### src/rtl/i2c_reg_pkg.sv
package i2c_reg_pkg;

  typedef enum logic [2:0] {
    PH_IDLE,
    PH_ADDR,
    PH_INDEX,
    PH_DATA,
    PH_SKIP
  } phase_t;

  // strobes from control to datapath
  typedef struct packed {
    logic       loadIndex;
    logic       writeData;
    logic [7:0] byteVal;
  } dpCmd_t;

endpackage

### src/rtl/i2c_reg_ctrl.sv
module i2c_reg_ctrl
  import i2c_reg_pkg::*;
#(
  parameter logic [6:0] DEV_ADDR    = 7'h12,
  parameter int         SYNC_STAGES = 2
) (
  input  logic   clk,
  input  logic   rst,
  input  logic   sclIn,
  input  logic   sdaIn,
  output dpCmd_t cmd,
  output logic   sdaPullN,
  output logic   sclSync,
  output logic   stopSeen
);

  localparam int BITS_PER_BYTE = 8;
  localparam int CNT_W = $clog2(BITS_PER_BYTE + 1);

  logic [SYNC_STAGES-1:0] sclPipe, sdaPipe;
  logic sclS, sdaS, sclP, sdaP;
  logic sclRise, sclFall, startEv, stopEv;

  phase_t     phase;
  logic [CNT_W-1:0] bitCnt;
  logic [7:0] shiftReg;
  logic       inAck;
  logic       ackOn;

  always_ff @(posedge clk) begin
    if (rst) begin
      sclPipe <= '1;
      sdaPipe <= '1;
      sclP    <= 1'b1;
      sdaP    <= 1'b1;
    end else begin
      sclPipe <= {sclPipe[SYNC_STAGES-2:0], sclIn};
      sdaPipe <= {sdaPipe[SYNC_STAGES-2:0], sdaIn};
      sclP    <= sclS;
      sdaP    <= sdaS;
    end
  end

  assign sclS    = sclPipe[SYNC_STAGES-1];
  assign sdaS    = sdaPipe[SYNC_STAGES-1];
  assign sclRise = sclS & ~sclP;
  assign sclFall = ~sclS & sclP;
  assign startEv = sclS & sclP & sdaP & ~sdaS;
  assign stopEv  = sclS & sclP & ~sdaP & sdaS;

  always_ff @(posedge clk) begin
    if (rst) begin
      phase    <= PH_IDLE;
      bitCnt   <= '0;
      shiftReg <= '0;
      inAck    <= 1'b0;
      ackOn    <= 1'b0;
      cmd      <= '0;
    end else begin
      cmd.loadIndex <= 1'b0;
      cmd.writeData <= 1'b0;
      if (startEv) begin
        phase  <= PH_ADDR;
        bitCnt <= '0;
        inAck  <= 1'b0;
        ackOn  <= 1'b0;
      end else if (stopEv) begin
        phase  <= PH_IDLE;
        bitCnt <= '0;
        inAck  <= 1'b0;
        ackOn  <= 1'b0;
      end else if (phase inside {PH_ADDR, PH_INDEX, PH_DATA}) begin
        if (sclRise && !inAck && bitCnt != CNT_W'(BITS_PER_BYTE)) begin
          shiftReg <= {shiftReg[6:0], sdaS};
          bitCnt   <= bitCnt + 1'b1;
        end else if (sclFall) begin
          if (inAck) begin
            inAck  <= 1'b0;
            ackOn  <= 1'b0;
            bitCnt <= '0;
          end else if (bitCnt == CNT_W'(BITS_PER_BYTE)) begin
            unique case (phase)
              PH_ADDR: begin
                if (shiftReg == {DEV_ADDR, 1'b0}) begin
                  ackOn <= 1'b1;
                  inAck <= 1'b1;
                  phase <= PH_INDEX;
                end else begin
                  phase <= PH_SKIP;
                end
              end
              PH_INDEX: begin
                ackOn         <= 1'b1;
                inAck         <= 1'b1;
                cmd.loadIndex <= 1'b1;
                cmd.byteVal   <= shiftReg;
                phase         <= PH_DATA;
              end
              default: begin
                ackOn         <= 1'b1;
                inAck         <= 1'b1;
                cmd.writeData <= 1'b1;
                cmd.byteVal   <= shiftReg;
              end
            endcase
          end
        end
      end
    end
  end

  assign sdaPullN = ~ackOn;
  assign sclSync  = sclS;
  assign stopSeen = stopEv;

endmodule

### src/rtl/i2c_reg_datapath.sv
module i2c_reg_datapath
  import i2c_reg_pkg::*;
#(
  parameter int NREG = 64
) (
  input  logic                     clk,
  input  logic                     rst,
  input  dpCmd_t                   cmd,
  output logic [NREG*8-1:0]        regFlat,
  output logic                     wrStrobe,
  output logic [$clog2(NREG)-1:0]  wrAddr,
  output logic [7:0]               wrData
);

  localparam int IDXW = $clog2(NREG);
  localparam logic [IDXW-1:0] LAST_IDX = IDXW'(NREG - 1);

  logic [NREG-1:0][7:0] bank;
  logic [IDXW-1:0]      index;
  logic [IDXW-1:0]      nextIdx;

  assign nextIdx = (index == LAST_IDX) ? '0 : index + 1'b1;

  always_ff @(posedge clk) begin
    if (rst) begin
      bank     <= '0;
      index    <= '0;
      wrStrobe <= 1'b0;
      wrAddr   <= '0;
      wrData   <= '0;
    end else begin
      wrStrobe <= cmd.writeData;
      if (cmd.loadIndex) begin
        index <= cmd.byteVal[IDXW-1:0];
      end
      if (cmd.writeData) begin
        bank[index] <= cmd.byteVal;
        wrAddr      <= index;
        wrData      <= cmd.byteVal;
        index       <= nextIdx;
      end
    end
  end

  for (genvar g = 0; g < NREG; g++) begin : g_flat
    assign regFlat[g*8 +: 8] = bank[g];
  end

endmodule

### src/rtl/i2c_reg_target.sv
module i2c_reg_target
  import i2c_reg_pkg::*;
#(
  parameter logic [6:0] DEV_ADDR = 7'h12,
  parameter int         NREG     = 64
) (
  input  logic                    clk,
  input  logic                    rst,
  input  logic                    sclIn,
  input  logic                    sdaIn,
  output logic                    sdaPullN,
  output logic [NREG*8-1:0]       regFlat,
  output logic                    wrStrobe,
  output logic [$clog2(NREG)-1:0] wrAddr,
  output logic [7:0]              wrData
);

  dpCmd_t cmd;
  logic   sclSync;
  logic   stopSeen;

  i2c_reg_ctrl #(
    .DEV_ADDR   (DEV_ADDR),
    .SYNC_STAGES(2)
  ) u_ctrl (
    .clk     (clk),
    .rst     (rst),
    .sclIn   (sclIn),
    .sdaIn   (sdaIn),
    .cmd     (cmd),
    .sdaPullN(sdaPullN),
    .sclSync (sclSync),
    .stopSeen(stopSeen)
  );

  i2c_reg_datapath #(
    .NREG(NREG)
  ) u_dp (
    .clk     (clk),
    .rst     (rst),
    .cmd     (cmd),
    .regFlat (regFlat),
    .wrStrobe(wrStrobe),
    .wrAddr  (wrAddr),
    .wrData  (wrData)
  );

endmodule

### config.mk
export PLATFORM = sky130hd
export DESIGN_NAME = i2c_reg_target
export DESIGN_NICKNAME = d
export VERILOG_FILES = /design/src/rtl/i2c_reg_pkg.sv /design/src/rtl/i2c_reg_ctrl.sv /design/src/rtl/i2c_reg_datapath.sv /design/src/rtl/i2c_reg_target.sv
export SDC_FILE = /design/constraint.sdc
export NUM_CORES = 1
export LEC_CHECK = 0
export BUFFER_PORTS_ARGS = -buffer_cell sky130_fd_sc_hd__buf_2
export CORE_ASPECT_RATIO = 0.9
export CORE_MARGIN = 3
export CORE_UTILIZATION = 55
export DETAILED_ROUTE_END_ITERATION = 16
export GPL_TIMING_DRIVEN = 0
export PLACE_DENSITY = 0.82
export REMOVE_ABC_BUFFERS = 1
export SLEW_MARGIN = 5
export SYNTH_ARGS = -nofsm -noshare
export SYNTH_HDL_FRONTEND = slang
export SYNTH_HIERARCHICAL = 1
export SYNTH_SLANG_ARGS = --single-unit
### constraint.sdc
create_clock -name clk -period 3.2 [get_ports clk]
set_input_delay 0.64 -clock clk [delete_from_list [all_inputs] [get_ports clk]]
set_output_delay 0.64 -clock clk [all_outputs]
set_load 0.01 [all_outputs]
# Word level (Yosys, flattened, before mapping)
# Index checks and enable logic that the tools add are counted.
dict set report totals {
  wordCells 167
  ff_bits 566
  inputBits 4
  out_inout_bits 528
}
dict set report op_classes {
  reduce_logical 24
  n_bitwise 20
  muxes 28
  add_sub_neg 2
  order_cmp 2
  n_eq_ne 10
}
# op n
set op_table {}
lappend op_table {{512-bit bitwise mux} 1}
lappend op_table {{8-bit demux with 6-bit select} 1}
lappend op_table {{6-bit 2-to-1 mux} 3}
lappend op_table {{1-bit 2-to-1 mux} 17}
lappend op_table {{1-bit NOT} 13}
lappend op_table {{4-bit 2-to-1 mux} 3}
lappend op_table {{6-bit AND reduction} 2}
lappend op_table {{3-bit nonzero test} 4}
lappend op_table {{2-bit nonzero test} 5}
lappend op_table {{3-bit by 2-bit inequality test with 1-bit output (second input constant)} 3}
lappend op_table {{8-bit by 6-bit equality test with 1-bit output (second input constant)} 1}
lappend op_table {{8-bit 2-to-1 mux} 1}
lappend op_table {{8-bit AND reduction} 1}
lappend op_table {{8-bit OR reduction} 1}
lappend op_table {{1-bit bitwise AND} 7}
lappend op_table {{6-bit by 7-bit < comparator with 1-bit output (second input constant)} 1}
lappend op_table {{6-bit by 1-bit adder with 6-bit output (second input constant)} 1}
lappend op_table {{3-bit by 2-bit equality test with 1-bit output (second input constant)} 2}
lappend op_table {{6-bit equality test (second input constant)} 1}
lappend op_table {{6-bit by 1-bit greater-or-equal comparator with 1-bit output (second input constant)} 1}
lappend op_table {{3-bit case mux with 2 select lines} 1}
lappend op_table {{3-bit AND reduction} 2}
lappend op_table {{5-bit AND reduction} 1}
lappend op_table {{4-bit by 1-bit adder with 4-bit output (second input constant)} 1}
lappend op_table {{other kinds (10)} 12}

# Longest topological paths before layout
# Gate-level depths: netlist (run 1).
dict set report logic_depth {
  depth_word 10
  depth_mapped 7
  ltp_nobuf 6
}

# Hierarchy
# Netlist (run 1), hierarchy kept.
# mod seq_area_each_um2 cells_per_inst n_inst area_per_inst_um2
set modules_own_cells {}
lappend modules_own_cells {i2c_reg_datapath 10670.2 2461 1 20628.5}
lappend modules_own_cells {i2c_reg_ctrl 660.6 134 1 1345.0}

# Worst setup path after synthesis (run 1)
# No wires, ideal clock.
dict set report synth_path {
  path_type {flip-flop to flip-flop}
  from {register u_dp.index[5]}
  to {register u_dp.bank (netlist bit u_dp/regFlat[16])}
  setup_time_ns 0.125
  path_buffers 3
  arrival_ns 1.802
  synth_period_minus_slack_ns 1.927
  stages_incl_launch_ff 7
  t_required_ns 3.075
  slack_ns 1.273
  path_cell_list {dfxtp_1 buf_6 or4b_4 buf_6 or4b_4 buf_6 mux2i_1}
}
dict set report synth_between {
  elab_chain_len 5
  elab_cells_between_ends 6
  cone_classes {order compare: 2; mux: 3; reduce/logical: 1}
}
# element line_no
set synth_lines {}
lappend synth_lines {{start: declaration} i2c_reg_datapath.sv:19} ;# logic [IDXW-1:0] index;
lappend synth_lines {{start signal: assignment} i2c_reg_datapath.sv:34} ;# index <= cmd.byteVal[IDXW-1:0];
lappend synth_lines {{start signal: assignment} i2c_reg_datapath.sv:40} ;# index <= nextIdx;
lappend synth_lines {{6-bit by 7-bit < comparator with 1-bit output (implied by the code) or 6-bit by 1-bit greater-or-equal comparator with 1-bit output (tied branches)} i2c_reg_datapath.sv:37} ;# bank[index] <= cmd.byteVal;
lappend synth_lines {{1-bit logical AND (implied by the code)} i2c_reg_datapath.sv:37}
lappend synth_lines {{8-bit 2-to-1 mux (implied by the code)} i2c_reg_datapath.sv:37}
lappend synth_lines {{8-bit demux with 6-bit select (*)} --}
lappend synth_lines {{512-bit bitwise mux (*)} i2c_reg_datapath.sv:37}
lappend synth_lines {{end signal: indexed assignment} i2c_reg_datapath.sv:37}
lappend synth_lines {{end: declaration} i2c_reg_datapath.sv:18} ;# logic [NREG-1:0][7:0] bank;
# Mark *: on every way between the ends. The rest lies on a longest branch, timed or not.
# A chain may end at the register's enable or synchronous reset.

# Worst setup path after layout (run 1)
dict set report layout_path {
  from {register u_dp.index[0]}
  to {register u_dp.bank (netlist bit u_dp/regFlat[192])}
}
# Same word-level chain as after synthesis.

==> run metrics, run 1 <==
antenna violations before repair 0; Worst Hold Slack 227 ps; buffer and inverter count on the worst path 5; Root Driver clkbuf_16; Nets 2922; Clock transition at path regs 60 ps; Switching Share 0.207; library cells used by synthesis 53; ant diodes 0; worst vdd ir 450 uV; 1st-pass router iterations 6; status complete, no violations; Worst EP arrival 3200 ps; CP startpoint u_dp/index[0]; worst r2r src u_dp/index[0]; met2 Use GR 0.571; Fin Setup TNS 0 ps; placed cell count 3382; Starting Density 0.565; top_reg_cell synth dfxtp_1; sw power 2880 uW; First DRT Iteration DRCs approximately 3200; Gate power share 0.011; non-filler cells, final 3482; Tmin final 2690 ps; gp weighted congestion 0.824; final period utilization 0.841; Post-CTS Setup Repair Bufs 0; Cell Chain, Critical Path nor4b_2 -> buf_4 -> buf_4 -> buf_4 -> buf_4 -> buf_4 -> nand3_1 -> a21oi_1; largest net degree at the start of global routing ~180; syn_area_per_cell around 8.5 sq um; site row count 68; PwrDens 513 mW/mm^2; hold path startpoint sclIn; routing usage on met1 0.444; Die W 217 um; slowest stage cell, crit path nor4b_2; Async SR Flop Fraction 0; fill count 2949; cell count after synthesis 2595; Req. time, crit path 3710 ps; H-tree depth 2; final WL roughly 81000 um; Setup Skew about 12 ps; most frequent cells in the layout dfxtp_1, buf_2, a21oi_1, nand3_1, o21ai_0; met3 Track Usage GR 0.0940; CP peak stage delay 750 ps; via count ~22000; Slew HR 0.153; Critical Path Source Type flop; Worst path top cell family by delay buffers and inverters; RSZ-0062 raised after global routing false; share of the synthesized area in the top cell type 0.516; post-route setup slack 509 ps; P_leak 0.0110 uW; Worst-Margin Slew 1270 ps; Final Max Slew Viols 0; register cell area after layout ~0.011 sq mm; vias in the first global route 21298; internal cell power 11000 uW; commonest non-fill, non-tap cell in the layout dfxtp_1; Post-synth EDFFs 0; Die ar. 0.0424 sq mm; CTS tree yes; worst min path class in2reg; leading cell types by total area after synthesis dfxtp_1, a21oi_1, nand3_1; Top-Level Pins 532; CTS Buf Count 55; register area share after synthesis 0.516; number of remaining DRC errors 0; layout cells sized above 1 0.250; Die Ht 196 um; clock network power share 0.483; Worst-Skew Late Latency 600 ps; synthesis-to-layout area growth 23.3%; DP Wirelength 50400 um; number of routed nets with antenna violations 0; Flop pwr share 0.507; CORE AREA 0.0389 sq mm; busiest grt layer met2; Max Cap Viol 0; flops & latches, synth around 570; final hold vios 0; dominant cell type by area after synthesis dfxtp_1; Setup-failing EPs final 0; pre-CTS WS 68.7 ps; GRT overflow 0; Wirelength per Cell 23.4 um; Max Buffers Root-to-Sink 3; crit end category flop; critical path fanouts, max 33; PortBufs roughly 530; Highest Clock Rate 372 MHz; Mapped Area around 0.022 sq mm; final core occ 0.697; cell mode on critical path buf_4; multi-input logic area approximately 0.0094 sq mm; yosys warns 6; total track usage 0.361; vias per std cell 6.46; clock sink count 566; WS Path Type reg2reg; first-pass GRT wire length 123000 um
[flip-flops by register name (all words and copies together), names as in the netlist, 3 cells and up]
register         cells
u_dp/wrAddr          6
u_ctrl/phase         3
u_ctrl/cmd          10
u_dp/index           6
u_dp/wrData          8
u_ctrl/shiftReg      8
u_ctrl/bitCnt        4
u_dp/regFlat       512
[path summary, 6_finish.rpt]
path	endpoint	slack [ps]	cells past startpoint
max	u_dp/regFlat[192]	510	8
min	u_ctrl/sclPipe[0]	230	2
max reg2reg	u_dp/regFlat[192]	510	8
min reg2reg	u_ctrl/sclPipe[1]	410	1
[metrics by stage]
stage	total power, uW	cell area, sq um
detailed placement	7350	25200
floorplan	7230	20600
CTS	13900	27100
global placement	7350	23900
global route	14200	27100
finish	13900	27100
[cells in the mapped netlist, drive strengths merged, types with 5 or more instances]
cell type  number
a211oi          5
a21oi         465
buf            81
clkbuf        260
dfxtp         566
mux2i          90
nand2           6
nand2b         65
nand3         464
nand3b          5
nand4b          6
nor2           36
nor2b           6
nor4b           6
o21ai         462
or2             7
or4b            5
[kinds of logic after synthesis]
| family | share of synthesized area |
|---|---|
| AO/OA/AOI/OAI | 0.216 |
| AND/OR/NAND/NOR | 0.160 |
| flip-flops | 0.516 |
| buffers and inverters | 0.0630 |
| multiplexers | 0.0415 |
| XOR/XNOR | 0.00199 |
| adder cells (fa/ha/maj) | 0.00171 |
[power by group through the flow]
stage               clock [uW]  combinational [uW]  sequential [uW]
CTS                       6730                 143             7050
finish                    6710                 148             7040
global route              7010                 156             7040
floorplan                    0                25.4             7210
global placement             0                 140             7210
detailed placement           0                 143             7200
[metal layers]
layer  up-vias  routed length, um
li1       9839                  -
met1     10659              29500
met2      1655              37100
met3       345               9700
met4         0               5040
met5         -                  0
[cell type report]
cell class | count | share of cell area
Sequential cell | 566 | 0.420
Clock buffer | 83 | 0.0611
Multi-Input combinational cell | 1685 | 0.346
Clock inverter | 16 | 0.00771
Tap cell | 525 | 0.0242
Timing Repair Buffer | 603 | 0.141
Inverter | 4 | 0.000554
[what timing repair did]
action / CTS / global route
gates resized for setup: 1 / 3
gates cloned: 0 / 1
endpoints found under the hold margin: 0 / 0
hold buffers: 0 / 0
endpoints found under the setup margin: 2 / 64
pin swaps: 0 / 1
Power figures use the tool's default switching activity.
==> run 2: changes to the inputs <==
ABC_AREA = 1   (was unset)
CORE_UTILIZATION = 52   (was 55)
PLACE_DENSITY = 0.79   (was 0.82)
clock period = 2.75 ns   (was 3.2 ns; I/O delays follow)
==> run 2 against run 1 <==
Cell area is 8.9% lower; synthesized area is 8.3% lower; non-clock buffer count is 62 lower; global-route usage is 4.8 points lower; cell count is 0.49% lower; maximum frequency is 3.9% higher; clock power is 14% higher; highest routed layer unchanged; worst hold slack worse by 73 ps; critical path type unchanged.
==> run metrics, run 2 <==
Top-Level Pins between 500 and 600; Req. time, crit path 3220 ps; layout cells sized above 1 0.238; max reg flops roughly 510; Nets just under 3000; First DRT Iteration DRCs ~2100; H-tree depth 2; DP Area 0.0228 sq mm; Setup Skew 12.5 ps; crit end category flop; Setup-failing EPs final 0; Highest Clock Rate 386 MHz; Tmin final about 2600 ps; gp weighted congestion 0.844; first-pass GRT wire length 101000 um; multi-input logic area 0.00754 sq mm; 1st-pass router iterations 6; vias in the first global route 17963; CTS Buf Count 54; synthesis-to-layout area growth 22.5%; most frequent cells in the layout nor2_1, dfxtp_1, buf_2, o21ai_0, a21oi_1; worst vdd ir between 400 and 500 uV; ant diodes 0; vias per std cell 5.56; clock sink count ~570; Fin Setup TNS 0 ps; Max Buffers Root-to-Sink 3; number of remaining DRC errors 0; P_leak 0.0126 uW; number of routed nets with antenna violations 0; largest net degree at the start of global routing 220; worst min path class in2reg; RSZ-0062 raised after global routing true; Final Max Slew Viols 0; Wirelength per Cell 19.7 um; via count roughly 19000; final period utilization 0.942; Worst EP arrival around 3100 ps; antenna violations before repair 0; Root Driver clkbuf_16; fill count roughly 3000; CORE AREA 0.0377 sq mm; Starting Density 0.534; Die ar. 0.0411 sq mm; post-route design area 0.0247 sq mm; GRT overflow 0; Max Cap Viol 0; post-route setup slack approximately 160 ps; Clock transition at path regs 60 ps; PwrDens 648 mW/mm^2; Slew HR 0.417; site row count 67; status complete, no violations; PortBufs approximately 530; Die W 213 um; WS Path Type reg2reg; CTS tree yes; Worst-Margin Slew 874 ps; critical path fanouts, max 27; Critical Path Source Type flop; yosys warns 6; final hold vios 0; final WL 68100 um; DP Wirelength 44200 um; pre-CTS WS -402 ps; Worst-Skew Late Latency 590 ps; Worst Hold Slack approximately 150 ps; syn_area_per_cell 7.97 sq um; total track usage 0.313; Die Ht about 190 um; cell count after synthesis about 2500; register cell area after layout 0.0114 sq mm; commonest non-fill, non-tap cell in the layout nor2_1; final core occ 0.654; Mapped Area 0.0201 sq mm
## run 2: repair_timing
| action | 4_1_cts | 5_1_grt |
|---|---|---|
| setup buffers | 0 | 0 |
| gates cloned | 0 | 0 |
| hold buffers | 0 | 0 |
| setup endpoints to repair | 130 | 48 |
| gates resized for setup | 2 | 9 |
## run 2: final timing paths
kind / startpoint / end / slack [ps] / depth (start not counted)
worst max-delay path: u_ctrl/cmd[8] / u_dp/regFlat[309] / 160 / 7
worst min-delay path: sdaIn / u_ctrl/sdaPipe[0] / 150 / 2
worst max register to register: u_ctrl/cmd[8] / u_dp/regFlat[309] / 160 / 7
worst min register to register: u_ctrl/sdaPipe[0] / u_ctrl/sdaPipe[1] / 410 / 1
## run 2: where the power goes
part	total, uW	switching (uW)	internal [uW]
logic	172	131	40.8
registers	8200	3.33	8200
clock network	7630	3120	4500
## run 2: final cells by class
cell class,instances,area share
Sequential cell,566,0.460
Multi-Input combinational cell,1662,0.305
Timing Repair Buffer,541,0.118
Clock buffer,86,0.0675
Tap cell,483,0.0245
Inverter,115,0.0181
Clock inverter,12,0.00649
## run 2: metrics by stage
step                std cells  total power, uW
global route             3465            16400
global placement         3357             8550
finish                   3465            16000
CTS                      3465            16100
detailed placement       3367             8550
floorplan                2343             8500
## run 2: worst max-delay path: stages (launching register included)
cell     delay (ps)
dfxtp_2         650
inv_2           250
nor2_4          310
nand2_4         190
nor2_1          590
inv_1           230
nor2_1          160
nor2_1           60
## run 2: per-layer routing
layer  part of all wire  GRT usage  vias up  routed length, um
li1                   -          -     9047                  -
met1               0.38      0.377     9071              26200
met2               0.47      0.517      979              31800
met3               0.11     0.0920      178               7250
met4              0.042      0.148        0               2880
met5                  0          0        -                  0
